===== src/rtl/irq_route_pkg.sv =====
package irq_route_pkg;
  localparam int LINE_IDX_W = 5;
  localparam int CFG_W      = 1 << LINE_IDX_W;

  typedef enum logic {
    TRIG_LEVEL = 1'b0,
    TRIG_EDGE  = 1'b1
  } trig_e;

  typedef struct packed {
    logic                  ok;
    logic [LINE_IDX_W-1:0] idx;
  } route_t;
endpackage


===== src/rtl/irq_slot_map.sv =====
module irq_slot_map
  import irq_route_pkg::*;
#(
  parameter int SLOT_W      = 5,
  parameter int PIN_W       = 2,
  parameter int LINE_BASE   = 32,
  parameter int SHARED_SLOT = 5,
  parameter int VIDEO_SLOT  = 6,
  parameter int VIDEO_LINE  = 4,
  parameter int NIC_SLOT    = 7,
  parameter int NIC_LINE    = 5,
  parameter int EXP_FIRST   = 8,
  parameter int EXP_LAST    = 12,
  parameter int EXP_LINE0   = 6
) (
  input  logic [SLOT_W-1:0] slot_i,
  input  logic [PIN_W-1:0]  pin_i,
  output route_t            route_o
);
  localparam int EXP_N    = EXP_LAST - EXP_FIRST + 1;
  localparam int PIN_SPAN = 1 << PIN_W;

  logic [EXP_N-1:0] exp_hit;
  int               off_c;
  logic             fixed_c;

  // one comparator per expansion slot
  for (genvar g = 0; g < EXP_N; g++) begin : g_exp
    assign exp_hit[g] = (slot_i == SLOT_W'(EXP_FIRST + g));
  end

  always_comb begin
    fixed_c = 1'b1;
    off_c   = 0;
    if (slot_i == SLOT_W'(SHARED_SLOT)) begin
      off_c = int'(pin_i) % PIN_SPAN;
    end else if (slot_i == SLOT_W'(VIDEO_SLOT)) begin
      off_c = VIDEO_LINE;
    end else if (slot_i == SLOT_W'(NIC_SLOT)) begin
      off_c = NIC_LINE;
    end else if (|exp_hit) begin
      for (int g = 0; g < EXP_N; g++) begin
        if (exp_hit[g]) off_c = EXP_LINE0 + g + int'(pin_i);
      end
    end else begin
      // untranslated: the raw pin is the line number, offset by base
      fixed_c = 1'b0;
      off_c   = int'(pin_i) - LINE_BASE;
    end
    route_o.ok  = (off_c >= 0) && (off_c < CFG_W) &&
                  (fixed_c || (int'(pin_i) >= LINE_BASE));
    route_o.idx = LINE_IDX_W'(off_c);
  end
endmodule


===== src/rtl/irq_line_drive.sv =====
module irq_line_drive
  import irq_route_pkg::*;
(
  input  logic  clk,
  input  logic  rst_n,
  input  logic  hit_i,
  input  trig_e mode_i,
  input  logic  pol_i,
  output logic  irq_o
);
  logic irq_q;
  logic pulse_q;

  always_ff @(posedge clk or negedge rst_n) begin
    if (!rst_n) begin
      irq_q   <= 1'b0;
      pulse_q <= 1'b0;
    end else if (hit_i) begin
      if (mode_i == TRIG_EDGE) begin
        irq_q   <= 1'b1;
        pulse_q <= 1'b1;
      end else begin
        irq_q   <= pol_i;
        pulse_q <= 1'b0;
      end
    end else if (pulse_q) begin
      irq_q   <= 1'b0;
      pulse_q <= 1'b0;
    end
  end

  assign irq_o = irq_q;

  AST_EDGE_RAISE: assert property (@(posedge clk) disable iff (!rst_n)
    (hit_i && mode_i == TRIG_EDGE) |=> irq_o);
  AST_PULSE_ONE_CLK: assert property (@(posedge clk) disable iff (!rst_n)
    (pulse_q && !hit_i) |=> !irq_o);
  AST_LEVEL_FOLLOW: assert property (@(posedge clk) disable iff (!rst_n)
    (hit_i && mode_i == TRIG_LEVEL) |=> (irq_o == $past(pol_i)));
  AST_IDLE_HOLD: assert property (@(posedge clk) disable iff (!rst_n)
    (!hit_i && !pulse_q) |=> $stable(irq_o));
endmodule


===== src/rtl/irq_slot_router.sv =====
module irq_slot_router
  import irq_route_pkg::*;
#(
  parameter int SLOT_W    = 5,
  parameter int PIN_W     = 2,
  parameter int LINE_BASE = 32,
  parameter int EXP_FIRST = 8,
  parameter int EXP_LAST  = 12,
  parameter int EXP_LINE0 = 6
) (
  input  logic              clk,
  input  logic              rst_n,
  input  logic              evt_valid,
  output logic              evt_ready,
  input  logic [SLOT_W-1:0] evt_slot,
  input  logic [PIN_W-1:0]  evt_pin,
  input  logic [CFG_W-1:0]  edge_cfg,
  input  logic [CFG_W-1:0]  pol_cfg,
  output logic              irq_out
);
  route_t route;
  logic   ready_q;
  logic   take;
  logic   hit;
  trig_e  mode;
  logic   pol_bit;

  irq_slot_map #(
    .SLOT_W    (SLOT_W),
    .PIN_W     (PIN_W),
    .LINE_BASE (LINE_BASE),
    .EXP_FIRST (EXP_FIRST),
    .EXP_LAST  (EXP_LAST),
    .EXP_LINE0 (EXP_LINE0)
  ) u_map (
    .slot_i  (evt_slot),
    .pin_i   (evt_pin),
    .route_o (route)
  );

  always_ff @(posedge clk or negedge rst_n) begin
    if (!rst_n) ready_q <= 1'b0;
    else        ready_q <= 1'b1;
  end

  assign evt_ready = ready_q;
  assign take      = evt_valid && ready_q;
  assign hit       = take && route.ok;
  assign mode      = trig_e'(edge_cfg[route.idx]);
  assign pol_bit   = pol_cfg[route.idx];

  irq_line_drive u_drive (
    .clk    (clk),
    .rst_n  (rst_n),
    .hit_i  (hit),
    .mode_i (mode),
    .pol_i  (pol_bit),
    .irq_o  (irq_out)
  );

  AST_READY_STAYS: assert property (@(posedge clk) disable iff (!rst_n)
    evt_ready |=> evt_ready);
  AST_VIDEO_LINE: assert property (@(posedge clk) disable iff (!rst_n)
    (evt_slot == SLOT_W'(6)) |-> (route.ok && route.idx == 5'd4));
  AST_EXP_WINDOW: assert property (@(posedge clk) disable iff (!rst_n)
    (evt_slot >= SLOT_W'(EXP_FIRST) && evt_slot <= SLOT_W'(EXP_LAST))
      |-> (route.ok && route.idx >= 5'(EXP_LINE0)));
  AST_SHARED_PIN: assert property (@(posedge clk) disable iff (!rst_n)
    (evt_slot == SLOT_W'(5)) |-> (route.ok && route.idx == 5'(evt_pin)));
endmodule


===== config.mk =====
export PLATFORM = sky130hd
export DESIGN_NAME = irq_slot_router
export DESIGN_NICKNAME = d
export VERILOG_FILES = /design/src/rtl/irq_route_pkg.sv /design/src/rtl/irq_slot_map.sv /design/src/rtl/irq_line_drive.sv /design/src/rtl/irq_slot_router.sv
export SDC_FILE = /design/constraint.sdc
export NUM_CORES = 1
export LEC_CHECK = 0
export BUFFER_PORTS_ARGS = -buffer_cell sky130_fd_sc_hd__buf_4
export CAP_MARGIN = 15
export CORE_MARGIN = 8
export CORE_UTILIZATION = 35
export DETAILED_ROUTE_END_ITERATION = 8
export PLACE_DENSITY = 0.8
export SYNTH_ARGS = -nofsm -noshare
export SYNTH_HDL_FRONTEND = slang
export SYNTH_SLANG_ARGS = --single-unit
export TNS_END_PERCENT = 50

===== constraint.sdc =====
create_clock -name clk -period 1.8 [get_ports clk]
set_clock_uncertainty 0.05 [all_clocks]
set_input_delay 0.36 -clock clk [delete_from_list [all_inputs] [get_ports clk]]
set_output_delay 0.36 -clock clk [all_outputs]
set_load 0.03 [all_outputs]

* Yosys cells after proc, flatten, opt, wreduce, memory -nomap -nowiden
Index checks and enable logic that the tools add are counted.
** Word-level totals
- Bits in registers :: 3
- Bits of input ports :: 74
- Output and inout port bits :: 2
** Operators by class
- Equality and inequality tests :: 8
- Reductions and logical operators :: 6
- $add $sub $neg :: 6
- Multiplexer cells :: 22
- $lt $le $gt $ge :: 3
** Operators by type and width (number)
- two-way mux 32 bit :: 9
- >= comparator 32 x 1 -> 1 bit (second input constant) :: 1
- < comparator 32 x 7 -> 1 bit (second input constant) :: 1
- == test 5 x 4 -> 1 bit (second input constant) :: 5
- adder 4 x 2 -> 5 bit (first input constant) :: 3
- == test 5 x 3 -> 1 bit (second input constant) :: 3
- two-way mux 1 bit :: 11
- binary-select mux 1 bit (select 5 bit) :: 2
- adder 3 x 2 -> 4 bit (first input constant) :: 2
- subtractor 2 x 6 -> 7 bit (second input constant) :: 1
- < comparator 5 x 6 -> 1 bit (second input constant) :: 1
- OR reduction 5 bit :: 1
- logical AND 1 bit :: 4
- nonzero test 2 bit :: 1

* Longest topological paths before layout
- Depth in word-level cells :: 15
- Mapped depth :: 12

* By module
From an unflattened synthesis, not the netlist that was laid out.
** Second synthesis, totals
- Cell total of the unflattened synthesis :: 119
- Area, all modules :: 987.2 um^2
** By module, submodules not included
- irq_slot_router :: cells each 75, area each 645.6 um^2, times used 1
- irq_slot_map :: cells each 38, area each 269.0 um^2, times used 1
- irq_line_drive :: cells each 6, area each 72.6 um^2, times used 1

* Worst setup path after synthesis
No wires, ideal clock.
- Path kind :: in2reg
- Start :: input port evt_pin[1]
- End :: register u_drive.irq_q, in the netlist u_drive.irq_o
- Setup time :: 0.130 ns
- Arrival :: 2.274 ns
- Stages on the path :: 12
- Path slack :: -0.654 ns
- Cells stage by stage :: clkbuf_1 -> inv_1 -> ha_1 -> mux2i_1 -> xnor2_1 -> o311a_2 -> buf_6 -> mux2_4 -> o22ai_2 -> a21oi_1 -> o21ai_1 -> nand3_1
** On the way
- Cells in the longest elaborated chain, start to end :: 15
- Elaborated cells between the ends (all ways) :: 27
- Those cells by class :: add/sub (6); order compare (2); mux (15); reduce/logical (4)
** Ends and longest elaborated chain
- start: declaration :: RTL line irq_slot_router.sv:16 : input logic [PIN_W-1:0] evt_pin,
- adder 3 x 2 -> 4 bit :: RTL line irq_slot_map.sv:43 : if (exp_hit[g]) off_c = EXP_LINE0 + g + int'(pin_i);
- two-way mux 32 bit (5 in a row) :: RTL line irq_slot_map.sv:43
- two-way mux 32 bit :: RTL line irq_slot_map.sv:41 : end else if (|exp_hit) begin
- two-way mux 32 bit :: RTL line irq_slot_map.sv:39 : end else if (slot_i == SLOT_W'(NIC_SLOT)) begin
- two-way mux 32 bit :: RTL line irq_slot_map.sv:37 : end else if (slot_i == SLOT_W'(VIDEO_SLOT)) begin
- two-way mux 32 bit * :: RTL line irq_slot_map.sv:35 : if (slot_i == SLOT_W'(SHARED_SLOT)) begin
- >= comparator 32 x 1 -> 1 bit or < comparator 32 x 7 -> 1 bit (tied branches) :: RTL line irq_slot_map.sv:50 : route_o.ok = (off_c >= 0) && (off_c < CFG_W) &&
- logical AND 1 bit (2 in a row) :: RTL line irq_slot_map.sv:50
- logical AND 1 bit :: RTL line irq_slot_router.sv:48 : assign hit = take && route.ok;
- two-way mux 1 bit or nonzero test 2 bit (tied branches)
- end signal: assignment :: RTL line irq_line_drive.sv:23 : irq_q <= pol_i;
- end: declaration :: RTL line irq_line_drive.sv:11 : logic irq_q;
Mark *: on every way between the ends. The rest lies on a longest branch, timed or not. The select of a mux whose other input is x is not followed.
A chain may end at the register's enable or synchronous reset.

* Worst setup path after layout
- Start :: input port evt_slot[4]
- End :: register u_drive.irq_q, in the netlist u_drive.irq_o
** On the way
- Cells in the longest elaborated chain, start to end :: 15
- Elaborated cells between the ends (all ways) :: 34
- Those cells by class :: order compare (2); eq/ne (8); mux (19); reduce/logical (5)
** Ends and longest elaborated chain
- start: declaration :: RTL line irq_slot_router.sv:15 : input logic [SLOT_W-1:0] evt_slot,
- == test 5 x 4 -> 1 bit :: RTL line irq_slot_map.sv:29 : assign exp_hit[g] = (slot_i == SLOT_W'(EXP_FIRST + g));
- two-way mux 32 bit (5 in a row) :: RTL line irq_slot_map.sv:43
- two-way mux 32 bit :: RTL line irq_slot_map.sv:41
- two-way mux 32 bit :: RTL line irq_slot_map.sv:39
- two-way mux 32 bit :: RTL line irq_slot_map.sv:37
- two-way mux 32 bit :: RTL line irq_slot_map.sv:35
- >= comparator 32 x 1 -> 1 bit or < comparator 32 x 7 -> 1 bit (tied branches) :: RTL line irq_slot_map.sv:50
- logical AND 1 bit (2 in a row) :: RTL line irq_slot_map.sv:50
- logical AND 1 bit :: RTL line irq_slot_router.sv:48
- two-way mux 1 bit or nonzero test 2 bit (tied branches)
Parallel ways exist; a longest one is shown, timed or not. The select of a mux whose other input is x is not followed.

==> impl_metrics.toml <==
[setup_path]
critPathLaunchType = "input port"
cp-end-kind = "register"
arrival_ns = 2.32
rr_startpoint = "evt_ready"
critPathRequiredTime_ns = 1.94
max_stage_delay_ns = 0.51
worstReg2RegEnd = "u_drive.irq_o"
critPathTopFamily = "compound AO/OA/AOI/OAI gates"
path_cells = "buf_6 > or4b_1 > a221o_1 > o311a_4 > buf_4 > nand2_8 > o22ai_2 > a2111oi_2 > o21ai_1 > nand3_1"
ff2ff_path_depth = 6
path_buf_inv = 2
path_depth = 10
crit_end = "u_drive.irq_o"
worstPathMaxFanout = 6
cpMaxStageDelayCell = "or4b_1"
path_class = "input port to register"
r2r_slack_ns = 0.46
worstSetupStartpoint = "evt_slot[4]"

[grt]
grt_max_degree = 10
grt-ovfl-total = 0
grt_pass1_vias = 1004
grt_usage = 0.1488
grt_pass1_wl_mm = 4.209
grt_antenna_before_repair = 0

[clocking]
cts_buffers = 3
cts_sinks = 3
cts_buffer_depth = 2
h-tree-depth = 1
cts_tree = "done"
clockRootBuffer = "clkbuf_4"
insertion_delay_ns = 0.26
cts.clk_slew.worst_paths_ns = 0.05

[logic_synthesis]
async_flop_share = 1.000
yosysSeqAreaShare = 0.1026
synth_largest_area_cell = "dfrtp_1"
synth.area.top_cells = "dfrtp_1, mux2i_1, mux2_1"
synth_top_area_share = 0.1026
synth_edf_count = 0
netlist_area_um2 = 732.0
synthFlopType = "dfrtp_1"
synthCells = 91
post-synth-top-count-cell = "a21oi_1"
synth_cell_types = 44
synth.ff_latch_count = 3
syn_area_per_cell_um2 = 8.043
synth_nets = 167
yosys_warnings = 0
synthTopCellsByCount = "a21oi_1, mux2i_1, nand2_1"

[status]
status = "finished, violations left"
violations = "setup timing"

[finish]
syn_to_final_growth_pct = 75.90
fin_area_um2 = 1287
fillerInstances = 190
insertedDiodeCount = 0
fin_nets = 230
drive_gt1_frac = 0.5229

[power_and_ir_drop]
p_sw_uw = 211.8
internal_power_uw = 367.0
peakVddDrop_uv = 358.5
p_clk_frac = 0.231
total_leakage_power_uw = 0.0006290
p_per_area_nw_per_um2 = 449.6
switching_share = 0.3659
pwr-share-comb = 0.622
pwr-share-seq = 0.147

[floorplan]
dieArea_um2 = 3811
ios = 76
die_x_um = 61.73
initial_core_util = 0.3731
coreArea_um2 = 1962
fp-row-count = 16
die_h_um = 61.73

[routing]
initialDrtViolationCount = 34
antenna_left = 0
wirelength_mm = 2.676
viasPerCell = 5.200
wl_per_cell_um = 14.87
drc = 0
first_pass_iters = 4
vias = 936

[timing]
period_share = 1.213
setup_ws_ns = -0.3833
rsz0062_at_grt = "yes"
fmaxAchievable_mhz = 458.0
hold_viol_final = 0
whs_ns = 0.4035
period_minus_slack_ns = 2.183
setup-violations-final = 2
slew_violations = 0

[hold_path]
min_path_type = "input port to async pin"

[placement]
hpwlAfterDp_mm = 2.173
portBuffers = 43
gp_congestion = 0.8667
placed_cell_area_um2 = 1215

[flow_run]
max-cap-violations = 0
-- logic make-up after synthesis --
group | Yosys count | share of synthesized area
AOI/OAI and AO/OA | 28 | 0.2821
and+or+nand+nor | 28 | 0.2479
muxes | 13 | 0.1932
buffers and inverters | 13 | 0.09915
xor gates and xnor gates | 3 | 0.03590
DFF | 3 | 0.1026
adders and majority gates | 2 | 0.03418
other | 1 | 0.005123
-- flip-flops by register name, indices dropped and copies added, names as in the netlist --
name,cells
evt_ready,1
u_drive.irq_o,1
u_drive.pulse_q,1
-- final cells by class --
class	count	area, µm²	area share
clock buffer	4	26.28	0.02041
tap	27	33.78	0.02624
multi-input combinational	75	611.8	0.4752
sequential	3	75.07	0.05831
timing repair buffer	66	521.8	0.4052
inverter	5	18.77	0.01458
-- cells in the final DEF (no fill, tap or decap), types with 2 or more instances in the layout --
cell,n
nand2_1,6
a21oi_1,8
nor2_1,4
nand2b_1,3
a211oi_1,2
mux2_1,4
mux2i_1,7
nor2b_1,3
buf_6,3
o21ai_1,3
buf_4,61
clkbuf_4,3
o22ai_2,2
dfrtp_1,3
a211oi_2,2
ha_1,2
mux2_4,2
xnor2_1,2
inv_1,5
-- how the worst min path moves through the flow --
stage / start / slack [ns] / end
detailed placement: rst_n / 0.10 / evt_ready
global placement: rst_n / 0.1 / evt_ready
finish: rst_n / 0.40 / u_drive.pulse_q
global route: rst_n / 0.42 / u_drive.pulse_q
CTS: rst_n / 0.40 / u_drive.pulse_q
floorplan: rst_n / 0.01 / evt_ready
-- through the flow --
stage / power (µW) / setup WS (ns) / util / std cells / setup TNS (ns)
4_1_cts: 563.6 / -0.3971 / 0.6511 / 180 / -0.7578
3_3_place_gp: 415.5 / -0.7094 / 0.6193 / 174 / -1.403
3_5_place_dp: 423.9 / -0.7132 / 0.6193 / 174 / -1.400
2_1_floorplan: 271.7 / -0.5603 / - / 91 / -1.099
5_1_grt: 613.8 / -0.4410 / 0.6563 / 180 / -0.8556
6_report: 578.9 / -0.3833 / 0.6563 / 180 / -0.7432
-- power groups by stage --
stage	clock [µW]	combinational, µW	sequential (µW)
final	134	360	84.9
after global routing	143	386	84.8
after CTS	127	351	84.9
after detailed placement	0	338	85.8
after global placement	0	332	83.9
after floorplan	0	168	104
-- layer usage --
metal	GRT usage	vias to the layer above	routed length [µm]
met1	0.1365	430	936
met5	0	-	0
met4	0.08442	0	65
met2	0.2925	40	1518
met3	0.03086	7	156
li1	-	459	-
-- what timing repair did --
action                                  4_1_cts  5_1_grt
buffers inserted                              1        0
pin swaps                                     2        0
gates resized for setup                       5        2
endpoints found under the hold margin         3        0
endpoints found under the setup margin        2        2
hold buffers                                  1        0
-- worst reg2reg max path, stage by stage (launching register included) --
cell and delay, ns:
dfrtp_1 0.34, nand2_1 0.05, nor3_1 0.18, inv_1 0.12
a2111oi_2 0.30, o21ai_1 0.14, nand3_1 0.11
Power figures use the tool's default switching activity.
